**config.mk**
```make
export PLATFORM = sky130hd
export DESIGN_NAME = adpcm_nib_dec
export DESIGN_NICKNAME = d
export VERILOG_FILES = /design/src/rtl/adpcm_pkg.sv /design/src/rtl/adpcm_nib_sel.sv /design/src/rtl/adpcm_step_adapt.sv /design/src/rtl/adpcm_predict.sv /design/src/rtl/adpcm_nib_dec.sv
export SDC_FILE = /design/constraint.sdc
export NUM_CORES = 1
export LEC_CHECK = 0
export CORE_UTILIZATION = 40
export DETAILED_ROUTE_END_ITERATION = 8
export RECOVER_POWER = 100
export SETUP_SLACK_MARGIN = 0.05
export SLEW_MARGIN = 5
export SYNTH_ARGS = -nofsm -noshare
export SYNTH_HDL_FRONTEND = slang
export SYNTH_SLANG_ARGS = --single-unit
```
**constraint.sdc**
```tcl
create_clock -name clk_i -period 16.55 [get_ports clk_i]
set_input_delay 3.31 -clock clk_i [delete_from_list [all_inputs] [get_ports clk_i]]
set_output_delay 3.31 -clock clk_i [all_outputs]
set_load 0.05 [all_outputs]
```
**src/rtl/adpcm_pkg.sv**
```systemverilog
package adpcm_pkg;
  localparam int SAMPLE_W = 16;
  localparam int STEP_W   = 15;
  localparam int MULT_W   = 10;
  localparam int STEP_MIN = 127;
  localparam int STEP_MAX = 24576;

  // adaptation factor in 1/256 units, indexed by magnitude
  function automatic logic [MULT_W-1:0] step_mult(input logic [2:0] mag);
    case (mag)
      3'd4:    return MULT_W'(307);
      3'd5:    return MULT_W'(409);
      3'd6:    return MULT_W'(512);
      3'd7:    return MULT_W'(614);
      default: return MULT_W'(230);
    endcase
  endfunction
endpackage

```
**src/rtl/adpcm_nib_sel.sv**
```systemverilog
module adpcm_nib_sel #(
  parameter bit LOW_FIRST = 1'b1
) (
  input  logic [7:0] byte_i,
  input  logic       addr_lsb_i,
  output logic [3:0] code_o
);
  generate
    if (LOW_FIRST) begin : g_low_first
      assign code_o = addr_lsb_i ? byte_i[7:4] : byte_i[3:0];
    end else begin : g_high_first
      assign code_o = addr_lsb_i ? byte_i[3:0] : byte_i[7:4];
    end
  endgenerate
endmodule

```
**src/rtl/adpcm_step_adapt.sv**
```systemverilog
module adpcm_step_adapt
  import adpcm_pkg::*;
#(
  parameter int STEP_W_P   = STEP_W,
  parameter int STEP_MIN_P = STEP_MIN,
  parameter int STEP_MAX_P = STEP_MAX
) (
  input  logic [STEP_W_P-1:0] step_i,
  input  logic [2:0]          mag_i,
  output logic [STEP_W_P-1:0] step_o
);
  localparam int PW = STEP_W_P + MULT_W;
  localparam logic [PW-1:0] LIM_HI = PW'(STEP_MAX_P);
  localparam logic [PW-1:0] LIM_LO = PW'(STEP_MIN_P);

  logic [PW-1:0] prod, scaled;

  always_comb begin
    prod   = PW'(step_i) * PW'(step_mult(mag_i));
    scaled = prod >> 8;
    if (scaled > LIM_HI)      step_o = STEP_W_P'(STEP_MAX_P);
    else if (scaled < LIM_LO) step_o = STEP_W_P'(STEP_MIN_P);
    else                      step_o = scaled[STEP_W_P-1:0];
  end
endmodule

```
**src/rtl/adpcm_predict.sv**
```systemverilog
module adpcm_predict
  import adpcm_pkg::*;
#(
  parameter int SAMPLE_W_P = SAMPLE_W,
  parameter int STEP_W_P   = STEP_W
) (
  input  logic [SAMPLE_W_P-1:0] prev_i,
  input  logic [STEP_W_P-1:0]   step_i,
  input  logic [3:0]            code_i,
  output logic [SAMPLE_W_P-1:0] sample_o
);
  localparam int PW    = STEP_W_P + 4;
  localparam int DW    = STEP_W_P + 1;
  localparam int SUM_W = ((SAMPLE_W_P > DW) ? SAMPLE_W_P : DW) + 2;
  localparam logic signed [SUM_W-1:0] S_MAX = SUM_W'((2 ** (SAMPLE_W_P - 1)) - 1);
  localparam logic signed [SUM_W-1:0] S_MIN = -SUM_W'(2 ** (SAMPLE_W_P - 1));

  logic [PW-1:0]           prod;
  logic [DW-1:0]           delta;
  logic signed [SUM_W-1:0] prev_x, delta_x, sum;

  always_comb begin
    prod    = PW'(step_i) * PW'({code_i[2:0], 1'b1});
    delta   = prod[PW-1:3];
    prev_x  = {{(SUM_W-SAMPLE_W_P){prev_i[SAMPLE_W_P-1]}}, prev_i};
    delta_x = {{(SUM_W-DW){1'b0}}, delta};
    sum     = code_i[3] ? (prev_x - delta_x) : (prev_x + delta_x);
    if (sum > S_MAX)      sample_o = S_MAX[SAMPLE_W_P-1:0];
    else if (sum < S_MIN) sample_o = S_MIN[SAMPLE_W_P-1:0];
    else                  sample_o = sum[SAMPLE_W_P-1:0];
  end
endmodule

```
**src/rtl/adpcm_nib_dec.sv**
```systemverilog
module adpcm_nib_dec
  import adpcm_pkg::*;
#(
  parameter int SAMPLE_W_P = SAMPLE_W,
  parameter int STEP_W_P   = STEP_W,
  parameter int STEP_MIN_P = STEP_MIN,
  parameter int STEP_MAX_P = STEP_MAX,
  parameter bit LOW_FIRST  = 1'b1
) (
  input  logic                  clk_i,
  input  logic                  rst_ni,
  input  logic                  clr_i,
  input  logic                  loop_wrap_i,
  input  logic                  stream_i,
  input  logic                  code_vld_i,
  input  logic [7:0]            byte_i,
  input  logic                  addr_lsb_i,
  output logic [SAMPLE_W_P-1:0] sample_o,
  output logic                  sample_vld_o
);
  localparam logic [STEP_W_P-1:0] STEP_INIT = STEP_W_P'(STEP_MIN_P);

  logic [3:0]            code;
  logic                  rst_req;
  logic [STEP_W_P-1:0]   step_q, base_step, step_nxt;
  logic [SAMPLE_W_P-1:0] smp_q, base_smp, smp_nxt;
  logic                  vld_q;

  adpcm_nib_sel #(.LOW_FIRST(LOW_FIRST)) u_sel (
    .byte_i(byte_i), .addr_lsb_i(addr_lsb_i), .code_o(code)
  );

  // reset request takes effect before a coincident code
  assign rst_req   = clr_i | (loop_wrap_i & ~stream_i);
  assign base_step = rst_req ? STEP_INIT : step_q;
  assign base_smp  = rst_req ? '0 : smp_q;

  adpcm_predict #(.SAMPLE_W_P(SAMPLE_W_P), .STEP_W_P(STEP_W_P)) u_pred (
    .prev_i(base_smp), .step_i(base_step), .code_i(code), .sample_o(smp_nxt)
  );

  adpcm_step_adapt #(.STEP_W_P(STEP_W_P), .STEP_MIN_P(STEP_MIN_P),
                     .STEP_MAX_P(STEP_MAX_P)) u_step (
    .step_i(base_step), .mag_i(code[2:0]), .step_o(step_nxt)
  );

  always_ff @(posedge clk_i or negedge rst_ni) begin
    if (!rst_ni) begin
      step_q <= STEP_INIT;
      smp_q  <= '0;
      vld_q  <= 1'b0;
    end else begin
      vld_q <= code_vld_i;
      if (code_vld_i) begin
        step_q <= step_nxt;
        smp_q  <= smp_nxt;
      end else if (rst_req) begin
        step_q <= STEP_INIT;
        smp_q  <= '0;
      end
    end
  end

  assign sample_o     = smp_q;
  assign sample_vld_o = vld_q;

  a_r3_step_range: assert property (@(posedge clk_i) disable iff (!rst_ni)
    (step_q >= STEP_W_P'(STEP_MIN_P)) && (step_q <= STEP_W_P'(STEP_MAX_P)));

  a_r8_vld_follows: assert property (@(posedge clk_i) disable iff (!rst_ni)
    code_vld_i |=> sample_vld_o);

  a_r8_no_spurious_vld: assert property (@(posedge clk_i) disable iff (!rst_ni)
    !code_vld_i |=> !sample_vld_o);

  a_r8_hold: assert property (@(posedge clk_i) disable iff (!rst_ni)
    (!code_vld_i && !rst_req) |=> $stable(sample_o));

  a_r6_clear_state: assert property (@(posedge clk_i) disable iff (!rst_ni)
    (rst_req && !code_vld_i) |=> (sample_o == '0 && step_q == STEP_INIT));

  a_r1_positive_dir: assert property (@(posedge clk_i) disable iff (!rst_ni)
    (code_vld_i && !rst_req && !code[3]) |=> ($signed(sample_o) >= $signed($past(sample_o))));

  a_r2_small_no_grow: assert property (@(posedge clk_i) disable iff (!rst_ni)
    (code_vld_i && !rst_req && !code[2]) |=> (step_q <= $past(step_q)));
endmodule

```
==> metrics.yaml, run 1 <==
status: "complete, but fails checks"
violations: "capacitance limit, slew limit"
required_ns: 16.66
drive_above_1_share_pct: 3.98
dieWidth_um: 151
row_count: 54
place.gp.congestion: 0.893
synth_largest_area_cell: "fa_1"
cts-htree-levels: 2
via_per_inst: 5.46
rsz0062_at_grt: "no"
synthArstFlopShare_pct: 100
nets: 1269
post_cts_buffers: 0
synthCells: 1013
die_area_um2: 22700
reg2reg_from: "step_q[5]"
yosysSeqAreaShare_pct: 9.14
hold_violations: 0
wirelength_um: 22400
crit_path_max_fanout: 12
nFillCells: 2165
slew_headroom_pct: -33.1
path_class: "in -> reg"
drv_cap: 2
yosysWarnings: 0
syn-num-nets: 1253
core_um2: 21800
first_iter_violations: 558
cp.arrival_ns: 12.74
cts.sinks: 32
grt_overflow_total: 0
antenna_found_initial: 0
cts_tree: "yes"
ys_seq_elements: 32
ioPinCount: 32
dr.pass1.iters: 5
skew_ns: 0.00932
holdPathStages: 2
tightestPinTransition_ns: 2.00
syn_area_um2: 8860
place.port_buffers: 31
clock_latency_ns: 0.29
period_needed_ns: 12.64
slew_viol_final: 60
clock.fmax_mhz: 79.1
synth-main-ff-cell: "dfrtp_1"
start_kind: "input port"
die_y_um: 151
initial_core_util_pct: 40.7
synth-edff-count: 0
vias: 7153
critPathLaunch: "addr_lsb_i"
ff2ff_path_depth: 19
cts_resized: 0
grt_pass1_wl_um: 36800
grt_pass1_vias: 6975
netlist.area_leader.share_pct: 28.9
crit_end: "step_q[7]"
cts_buffers: 5
routedWlPerCell_um: 17.1
clockBufferDepth: 2
tns_ns: 0
setup_viol: 0
diodes: 0
grt_max_degree: 35
ys_types: 79
cts_root_buffer: "clkbuf_16"
fin_crit_sh_pct: 76.4
drc: 0
ant_nets: 0
crit_path_end_kind: "flip-flop"
cts_hold_buf: 0
regToRegEndpoint: "step_q[7]"
synthTopCellsByArea: "fa_1 (29%), ha_1 (14%), dfrtp_1 (7.1%)"
placed_area_um2: 9460
syn_to_final_growth_pct: 8.11
path_clk_slew_ns: 0.06
hpwlAfterDp_um: 18800
gr-usage-all-layers_pct: 20.9
stdcell_area_um2: 9580
reg2reg_setup_slack_ns: 8.52
avgSynthCellArea_um2: 8.74
min_path_type: "reg -> reg"
## metal layers
metal	vias up	GRT usage, %	routed length [um]
met5	-	0	0
met4	0	3.80	234
met3	15	3.37	1100
met2	157	33.2	10400
met1	3495	30.2	10700
li1	3486	-	-
## layout by cell type, fill, tap and decap left out, drive strengths merged, types with 7 or more instances in the layout
cell	count
a21o	10
a21oi	31
a31oi	8
and2	20
and3	11
clkbuf	11
clkdlybuf4s50	11
dfrtp	25
dfstp	7
dlygate4sd3	20
fa	128
ha	97
inv	130
mux2i	7
nand2	83
nand2b	7
nand3	20
nor2	137
nor3	18
nor4	8
o211ai	9
o21a	9
o21ai	32
o221ai	7
o22ai	12
xnor2	34
xor2	29
## kinds of logic (layout without fill, tap and decap cells)
kind of cell	Yosys count	in the layout	share of synthesized area, %
xor gates and xnor gates	63	63	6.23
muxes	12	12	1.51
AOI/OAI and AO/OA	180	180	15.2
and+or+nand+nor	340	340	18.3
adders and majority gates	225	225	42.6
DFF	32	32	9.14
buffers and inverters	161	178	7.02
## registers in the layout (all words and copies together) (netlist names)
name and count:
sample_o 16, step_q 15, sample_vld_o 1
## stage by stage
step	cells	utilization (%)	setup slack [ns]	hold slack, ns
2_1_floorplan	1013	-	6.31	0.613
6_report	1310	44.0	3.91	0.641
5_1_grt	1310	44.0	3.38	0.669
3_3_place_gp	1302	43.5	4.84	0.631
4_1_cts	1310	44.2	4.82	0.644
3_5_place_dp	1302	43.5	4.54	0.632
## cell usage after synthesis (3+ instances only)
library cell  number
nor3_1            17
or3_1              6
fa_1             128
mux2_2             4
and3_1            11
nand3_1           20
o21a_1             9
o221ai_2           7
mux2i_1            6
o21bai_1           6
o211ai_1           9
dfrtp_1           25
and2_1            20
nand2b_1           7
nand3b_1           3
o31a_1             3
o21ai_0           28
nand2_1           83
a21oi_1           31
a221o_1            5
nor2_1           137
o311ai_1           3
nor4_1             7
nand4_1            6
a211o_1            3
o31ai_1            3
clkbuf_1          26
xnor2_1           34
xor2_1            29
and4_1             4
ha_1              97
nor2b_1            6
o2111a_1           4
dfstp_2            7
a31oi_1            8
a211oi_1           5
o41ai_1            3
inv_1            130
o22ai_1           12
a21o_1            10
## worst min-delay path by stage
| stage | startpoint | end | slack, ns |
|---|---|---|---|
| 2_1_floorplan | step_q[9] | step_q[9] | 0.61 |
| 3_3_place_gp | sample_o[4] | sample_o[4] | 0.63 |
| 3_5_place_dp | sample_o[4] | sample_o[4] | 0.63 |
| 4_1_cts | sample_o[4] | sample_o[4] | 0.64 |
| 5_1_grt | sample_o[4] | sample_o[4] | 0.67 |
| 6_report | sample_o[4] | sample_o[4] | 0.64 |
## critical path: stages
cell and delay (ns):
dlygate4sd3_1 0.86, mux2_1 0.53, nor2_1 0.44, nand2_1 0.43, nand2_1 0.50, nand2_1 0.13, fa_1 0.48, fa_1 0.54
inv_1 0.05, fa_1 0.52, fa_1 0.58, fa_1 0.42, ha_1 0.38, and2_0 0.22, a221o_1 0.39, o311ai_0 0.27
o21ai_0 0.41, o41ai_1 0.86, xnor2_1 0.16, o311ai_0 0.62, clkbuf_1 0.47, o22ai_1 0.16
## area by class of cell
type                            instances  area [um^2]  share of cell area (%)
Clock buffer                            8          146                    1.53
Timing Repair Buffer                   40          367                    3.83
Inverter                              130          488                    5.10
Sequential cell                        32          810                    8.45
Tap cell                              280          350                    3.66
Multi-Input combinational cell        820         7410                    77.4
Power of run 1 is not shown: default switching activity piles up to over one toggle a cycle in this logic, so the estimate is an artifact.
==> run 2: changes to the inputs <==
==> constraint.sdc (replaced) <==
create_clock -name clk_i -period 12.36 [get_ports clk_i]
set_input_delay 2.472 -clock clk_i [delete_from_list [all_inputs] [get_ports clk_i]]
set_output_delay 2.472 -clock clk_i [all_outputs]
set_load 0.05 [all_outputs]
==> metrics.yaml, run 2 (synthesis gave the netlist of run 1 again) <==
core_um2: 21800  # unchanged
fin_crit_sh_pct: 92.3
cts_tree: "yes"  # unchanged
clockBufferDepth: 2  # unchanged
max_stage_delay_ns: 0.87  # was 0.86 ns
cpLargestDelayFamily: "adder cells"  # unchanged
cts-htree-levels: 2  # unchanged
vias: 7213  # was 7,153
slew_viol_final: 60  # unchanged
nets: 1272  # was 1,269
critPathBufInv: 3  # unchanged
grt_pass1_wl_um: 37200  # was 36,800 um
violations: "capacitance limit, slew limit"  # unchanged
path_cells: "dlygate4sd3_1 -> mux2_1 -> nor2_1 -> nand2_1 -> nand2_1 -> nand2_1 -> fa_1 -> fa_1 -> inv_1 -> fa_1 -> fa_1 -> fa_1 -> ha_1 -> and2_1 -> a221o_1 -> o311ai_1 -> o21ai_0 -> o41ai_1 -> a21oi_1 -> mux2i_1 -> o311ai_1 -> buf_4 -> o22ai_1"  # was dlygate4sd3_1 -> mux2_1 -> nor2_1 -> nand2_1 -> nand2_1 -> nand2_1 -> fa_1 -> fa_1 -> inv_1 -> fa_1 -> fa_1 -> fa_1 -> ha_1 -> and2_0 -> a221o_1 -> o311ai_0 -> o21ai_0 -> o41ai_1 -> xnor2_1 -> o311ai_0 -> clkbuf_1 -> o22ai_1
cts_root_buffer: "clkbuf_16"  # unchanged
crit_path_max_fanout: 12  # unchanged
mostFrequentLayoutCells: "nor2_1 (136), inv_1 (130), fa_1 (128)"  # unchanged
rsz0062_at_grt: "no"  # unchanged
ff2ff_path_depth: 26  # was 19
tightestPinTransition_ns: 2.08  # was 2.00 ns
first_iter_violations: 411  # was 558
start_kind: "input port"  # unchanged
dieWidth_um: 151  # unchanged
drive_above_1_share_pct: 3.78  # was 3.98%
cts_resized: 0  # unchanged
tns_ns: 0  # unchanged
min_path_type: "reg -> reg"  # unchanged
ant_nets: 0  # unchanged
cpMaxStageDelayCell: "dlygate4sd3_1"  # unchanged
hold_violations: 0  # unchanged
grt_max_degree: 33  # was 35
ioPinCount: 32  # unchanged
skew_ns: 0.00542  # was 0.00932 ns
dr.pass1.iters: 5  # unchanged
reg2reg_from: "step_q[3]"  # was step_q[5]
setup_viol: 0  # unchanged
clock_latency_ns: 0.30  # was 0.29 ns
required_ns: 12.56  # was 16.66 ns
period_needed_ns: 11.41
drc: 0  # unchanged
path_clk_slew_ns: 0.06  # about the same
row_count: 54  # unchanged
slew_headroom_pct: -39.0  # was -33.1%
grt-busiest-layer: "met2"  # unchanged
register_area_um2: 810  # unchanged
grt_overflow_total: 0  # unchanged
hpwlAfterDp_um: 18900  # was 18,800 um
syn_to_final_growth_pct: 7.97  # was 8.11%
die_y_um: 151  # unchanged
drv_cap: 2  # unchanged
nFillCells: 2194  # was 2,165
grt_use_met2_pct: 33.2  # unchanged
clock.fmax_mhz: 87.6
diodes: 0  # unchanged
via_per_inst: 5.49  # was 5.46
multi_input_area_um2: 7380  # was 7410 um^2
gr-usage-all-layers_pct: 21.0  # was 20.9%
hp-start: "sample_o[11]"  # was sample_o[4]
routedWlPerCell_um: 17.1  # about the same
place.gp.congestion: 0.879  # was 0.893
holdPathStages: 3  # was 2
grt_pass1_vias: 6999  # was 6,975
status: "complete, but fails checks"  # unchanged
antenna_found_initial: 0  # unchanged
wirelength_um: 22500  # was 22,400 um
regToRegEndpoint: "sample_o[4]"  # was step_q[7]
initial_core_util_pct: 40.7  # unchanged
cts_buffers: 5  # unchanged
path_class: "in -> reg"  # unchanged
cts.sinks: 32  # unchanged
cts_hold_buf: 0  # unchanged
place.port_buffers: 31  # unchanged
largest_register_ffs: 16  # unchanged
globalRouteMet3Util_pct: 1.33  # was 3.37%
crit_path_end_kind: "flip-flop"  # unchanged
crit_top_cell: "fa_1"  # unchanged
layout_commonest_cell: "nor2_1"  # unchanged
die_area_um2: 22700  # unchanged
hold_end: "sample_o[11]"  # was sample_o[4]
cp.arrival_ns: 11.61  # was 12.74 ns
met1_usage_pct: 31.3  # was 30.2%
post_cts_buffers: 0  # unchanged
reg2reg_setup_slack_ns: 3.97  # was 8.52 ns
run 2: per-layer routing:
layer,routed length [um],vias up,part of all wire (%)
met3,634,21,2.8
met2,10500,135,46
li1,-,3480,-
met5,0,-,0
met1,11100,3577,49
met4,338,0,1.5
run 2: worst max path at each step:
stage	from	to	slack [ns]	cells after the start
after floorplan	addr_lsb_i	sample_o[10]	2.96	29
after global placement	addr_lsb_i	step_q[8]	1.45	24
after detailed placement	addr_lsb_i	step_q[8]	1.25	24
after CTS	addr_lsb_i	step_q[8]	1.54	24
after global routing	addr_lsb_i	step_q[6]	0.36	23
final	addr_lsb_i	step_q[5]	0.95	23
run 2: through the flow:
stage / worst slack (ns) / hold WS [ns] / util (%) / cell area [um^2] / std cells
finish: 0.948 / 0.634 / 44.0 / 9560 / 1313
floorplan: 2.96 / 0.613 / - / 8860 / 1013
CTS: 1.54 / 0.644 / 44.3 / 9630 / 1313
global placement: 1.45 / 0.631 / 43.6 / 9480 / 1305
detailed placement: 1.25 / 0.627 / 43.6 / 9480 / 1305
global route: 0.365 / 0.673 / 44.0 / 9560 / 1313
run 2: layout make-up:
class	instances	area share, %
multi-input combinational	820	77.1
sequential	32	8.47
inverter	130	5.10
timing repair buffer	43	4.11
tap	280	3.66
clock buffer	8	1.53
run 2: worst register-to-register path, cell delays in order (launching register included):
cell      delay (ns)
dfstp_2         0.37
or3_1           0.46
inv_1           0.27
nor2_1          0.11
fa_1            0.54
inv_1           0.05
fa_1            0.49
inv_1           0.04
ha_1            0.38
nand3_1         0.10
o2111a_1        0.28
o21ai_0         0.55
a41o_1          0.45
nand2_1         0.10
a311oi_1        0.44
o21ai_0         0.35
o31ai_1         0.32
ha_1            0.39
o21a_1          0.18
and2_1          0.16
o21ai_0         0.14
o311a_1         0.18
o211ai_1        0.21
nor2_1          0.16
nor4b_1         0.83
nor3_1          0.34
a221o_1         0.41
Power of run 2 is left out for the same reason.
==> run 3: changes to the inputs <==
--- a/config.mk
+++ b/config.mk
@@ -5,6 +5,7 @@
 export SDC_FILE = /design/constraint.sdc
 export NUM_CORES = 1
 export LEC_CHECK = 0
+export CORE_ASPECT_RATIO = 0.9
 export CORE_UTILIZATION = 40
 export DETAILED_ROUTE_END_ITERATION = 8
 export RECOVER_POWER = 100
==> metrics.yaml, run 3 (synthesis gave the netlist of run 1 again) <==
crit_path_end_kind: "flip-flop"  # unchanged
initial_core_util_pct: 40.8  # was 40.7%
holdWs_ns: 0.642  # was 0.634 ns
required_ns: 12.56  # about the same
cts.sinks: 32  # unchanged
crit_path_max_fanout: 12  # unchanged
path_clk_slew_ns: 0.05  # was 0.06 ns
hpwlAfterDp_um: 18900  # about the same
fin_crit_sh_pct: 91.5  # was 92.3%
tightestPinTransition_ns: 1.96  # was 2.08 ns
wirelength_um: 22200  # was 22,500 um
die_y_um: 143  # was 151 um
crit_top_cell: "fa_1"  # unchanged
hold_violations: 0  # unchanged
hp-start: "sample_o[13]"  # was sample_o[11]
violations: "capacitance limit, slew limit"  # unchanged
cpMaxStageDelayCell: "dlygate4sd3_1"  # unchanged
status: "complete, but fails checks"  # unchanged
mostFrequentLayoutCells: "nor2_1 (136), inv_1 (130), fa_1 (128)"  # unchanged
cts_resized: 0  # unchanged
path_cells: "dlygate4sd3_1 -> mux2_1 -> nor2_1 -> nand2_1 -> nand2_1 -> nand2_1 -> fa_1 -> fa_1 -> inv_1 -> fa_1 -> fa_1 -> fa_1 -> ha_1 -> and2_1 -> a221o_1 -> o311ai_1 -> o21ai_0 -> o41ai_1 -> a21oi_1 -> mux2i_1 -> and4_1 -> nor2_1 -> o22ai_1"  # was dlygate4sd3_1 -> mux2_1 -> nor2_1 -> nand2_1 -> nand2_1 -> nand2_1 -> fa_1 -> fa_1 -> inv_1 -> fa_1 -> fa_1 -> fa_1 -> ha_1 -> and2_1 -> a221o_1 -> o311ai_1 -> o21ai_0 -> o41ai_1 -> a21oi_1 -> mux2i_1 -> o311ai_1 -> buf_4 -> o22ai_1
grt_pass1_wl_um: 37000  # was 37,200 um
drive_above_1_share_pct: 4.16  # was 3.78%
first_iter_violations: 514  # was 411
tns_ns: 0  # unchanged
cp.arrival_ns: 11.50  # was 11.61 ns
row_count: 51  # was 54
path_class: "in -> reg"  # unchanged
diodes: 0  # unchanged
rsz0062_at_grt: "no"  # unchanged
cpLargestDelayFamily: "adder cells"  # unchanged
cts-htree-levels: 2  # unchanged
vias: 7214  # was 7,213
largest_register_ffs: 16  # unchanged
ff2ff_path_depth: 26  # unchanged
cts_root_buffer: "clkbuf_16"  # unchanged
antenna_found_initial: 0  # unchanged
post_cts_buffers: 0  # unchanged
drc: 0  # unchanged
slew_viol_final: 33  # was 60
drv_cap: 1  # was 2
place.port_buffers: 31  # unchanged
reg2reg_setup_slack_ns: 4.27  # was 3.97 ns
ant_nets: 0  # unchanged
grt_overflow_total: 0  # unchanged
ioPinCount: 32  # unchanged
cts_tree: "yes"  # unchanged
gr-usage-all-layers_pct: 20.5  # was 21.0%
slew_headroom_pct: -30.9  # was -39.0%
cts_hold_buf: 0  # unchanged
dieWidth_um: 159  # was 151 um
place.gp.congestion: 0.913  # was 0.879
cts_buffers: 5  # unchanged
clockBufferDepth: 2  # unchanged
multi_input_area_um2: 7380  # unchanged
routedWlPerCell_um: 16.8  # was 17.1 um
period_needed_ns: 11.31  # was 11.41 ns
layout_commonest_cell: "nor2_1"  # unchanged
skew_ns: 0.00734  # was 0.00542 ns
grt-busiest-layer: "met2"  # unchanged
nFillCells: 2177  # was 2,194
grt_pass1_vias: 7051  # was 6,999
grt_max_degree: 33  # unchanged
met1_usage_pct: 31.0  # was 31.3%
setup_viol: 0  # unchanged
clock_latency_ns: 0.29  # was 0.30 ns
min_path_type: "reg -> reg"  # unchanged
register_area_um2: 810  # unchanged
regToRegEndpoint: "sample_o[5]"  # was sample_o[4]
reg2reg_from: "step_q[3]"  # unchanged
max_stage_delay_ns: 0.85  # was 0.87 ns
dr.pass1.iters: 7  # was 5
clock.fmax_mhz: 88.5  # was 87.6 MHz
grt_use_met2_pct: 31.3  # was 33.2%
syn_to_final_growth_pct: 8.24  # was 7.97%
globalRouteMet3Util_pct: 1.98  # was 1.33%
die_area_um2: 22700  # about the same
holdPathStages: 3  # unchanged
critPathBufInv: 2  # was 3
core_um2: 21700  # was 21,800 um^2
start_kind: "input port"  # unchanged
hold_end: "sample_o[13]"  # was sample_o[11]
via_per_inst: 5.44  # was 5.49
nets: 1273  # was 1,272
[run 3: stage by stage]
step | setup slack, ns | cell area, um^2 | std cells | utilization (%)
CTS | 1.59 | 9650 | 1325 | 44.5
floorplan | 2.96 | 8860 | 1013 | -
global route | 0.503 | 9590 | 1325 | 44.2
global placement | 1.57 | 9510 | 1317 | 43.8
detailed placement | 1.30 | 9510 | 1317 | 43.8
finish | 1.05 | 9590 | 1325 | 44.2
[run 3: layout make-up]
class                      instances  share of cell area (%)
inverter                         130                    5.09
tap                              291                    3.80
clock inverter                     2                   0.104
multi-input combinational        820                    76.9
clock buffer                       6                    1.45
sequential                        32                    8.44
timing repair buffer              44                    4.18
[run 3: worst max path at each step]
stage / from / to / slack (ns) / cells after the start
floorplan: addr_lsb_i / sample_o[10] / 2.96 / 29
global placement: addr_lsb_i / step_q[7] / 1.57 / 24
detailed placement: addr_lsb_i / step_q[12] / 1.30 / 24
CTS: addr_lsb_i / step_q[12] / 1.59 / 24
global route: addr_lsb_i / step_q[5] / 0.50 / 23
finish: addr_lsb_i / step_q[6] / 1.05 / 23
[run 3: metal layers]
layer / up-vias / routed length [um]
li1: 3489 / -
met1: 3537 / 11200
met2: 172 / 9840
met3: 16 / 967
met4: 0 / 263
met5: - / 0
[run 3: worst min-delay path, delay by kind of cell, from the launching register on]
family / cells / cell delay (ns)
DFF: 1 / 0.34
and+or+nand+nor: 2 / 0.21
AOI/OAI and AO/OA: 1 / 0.06
Power of run 3 is left out for the same reason.
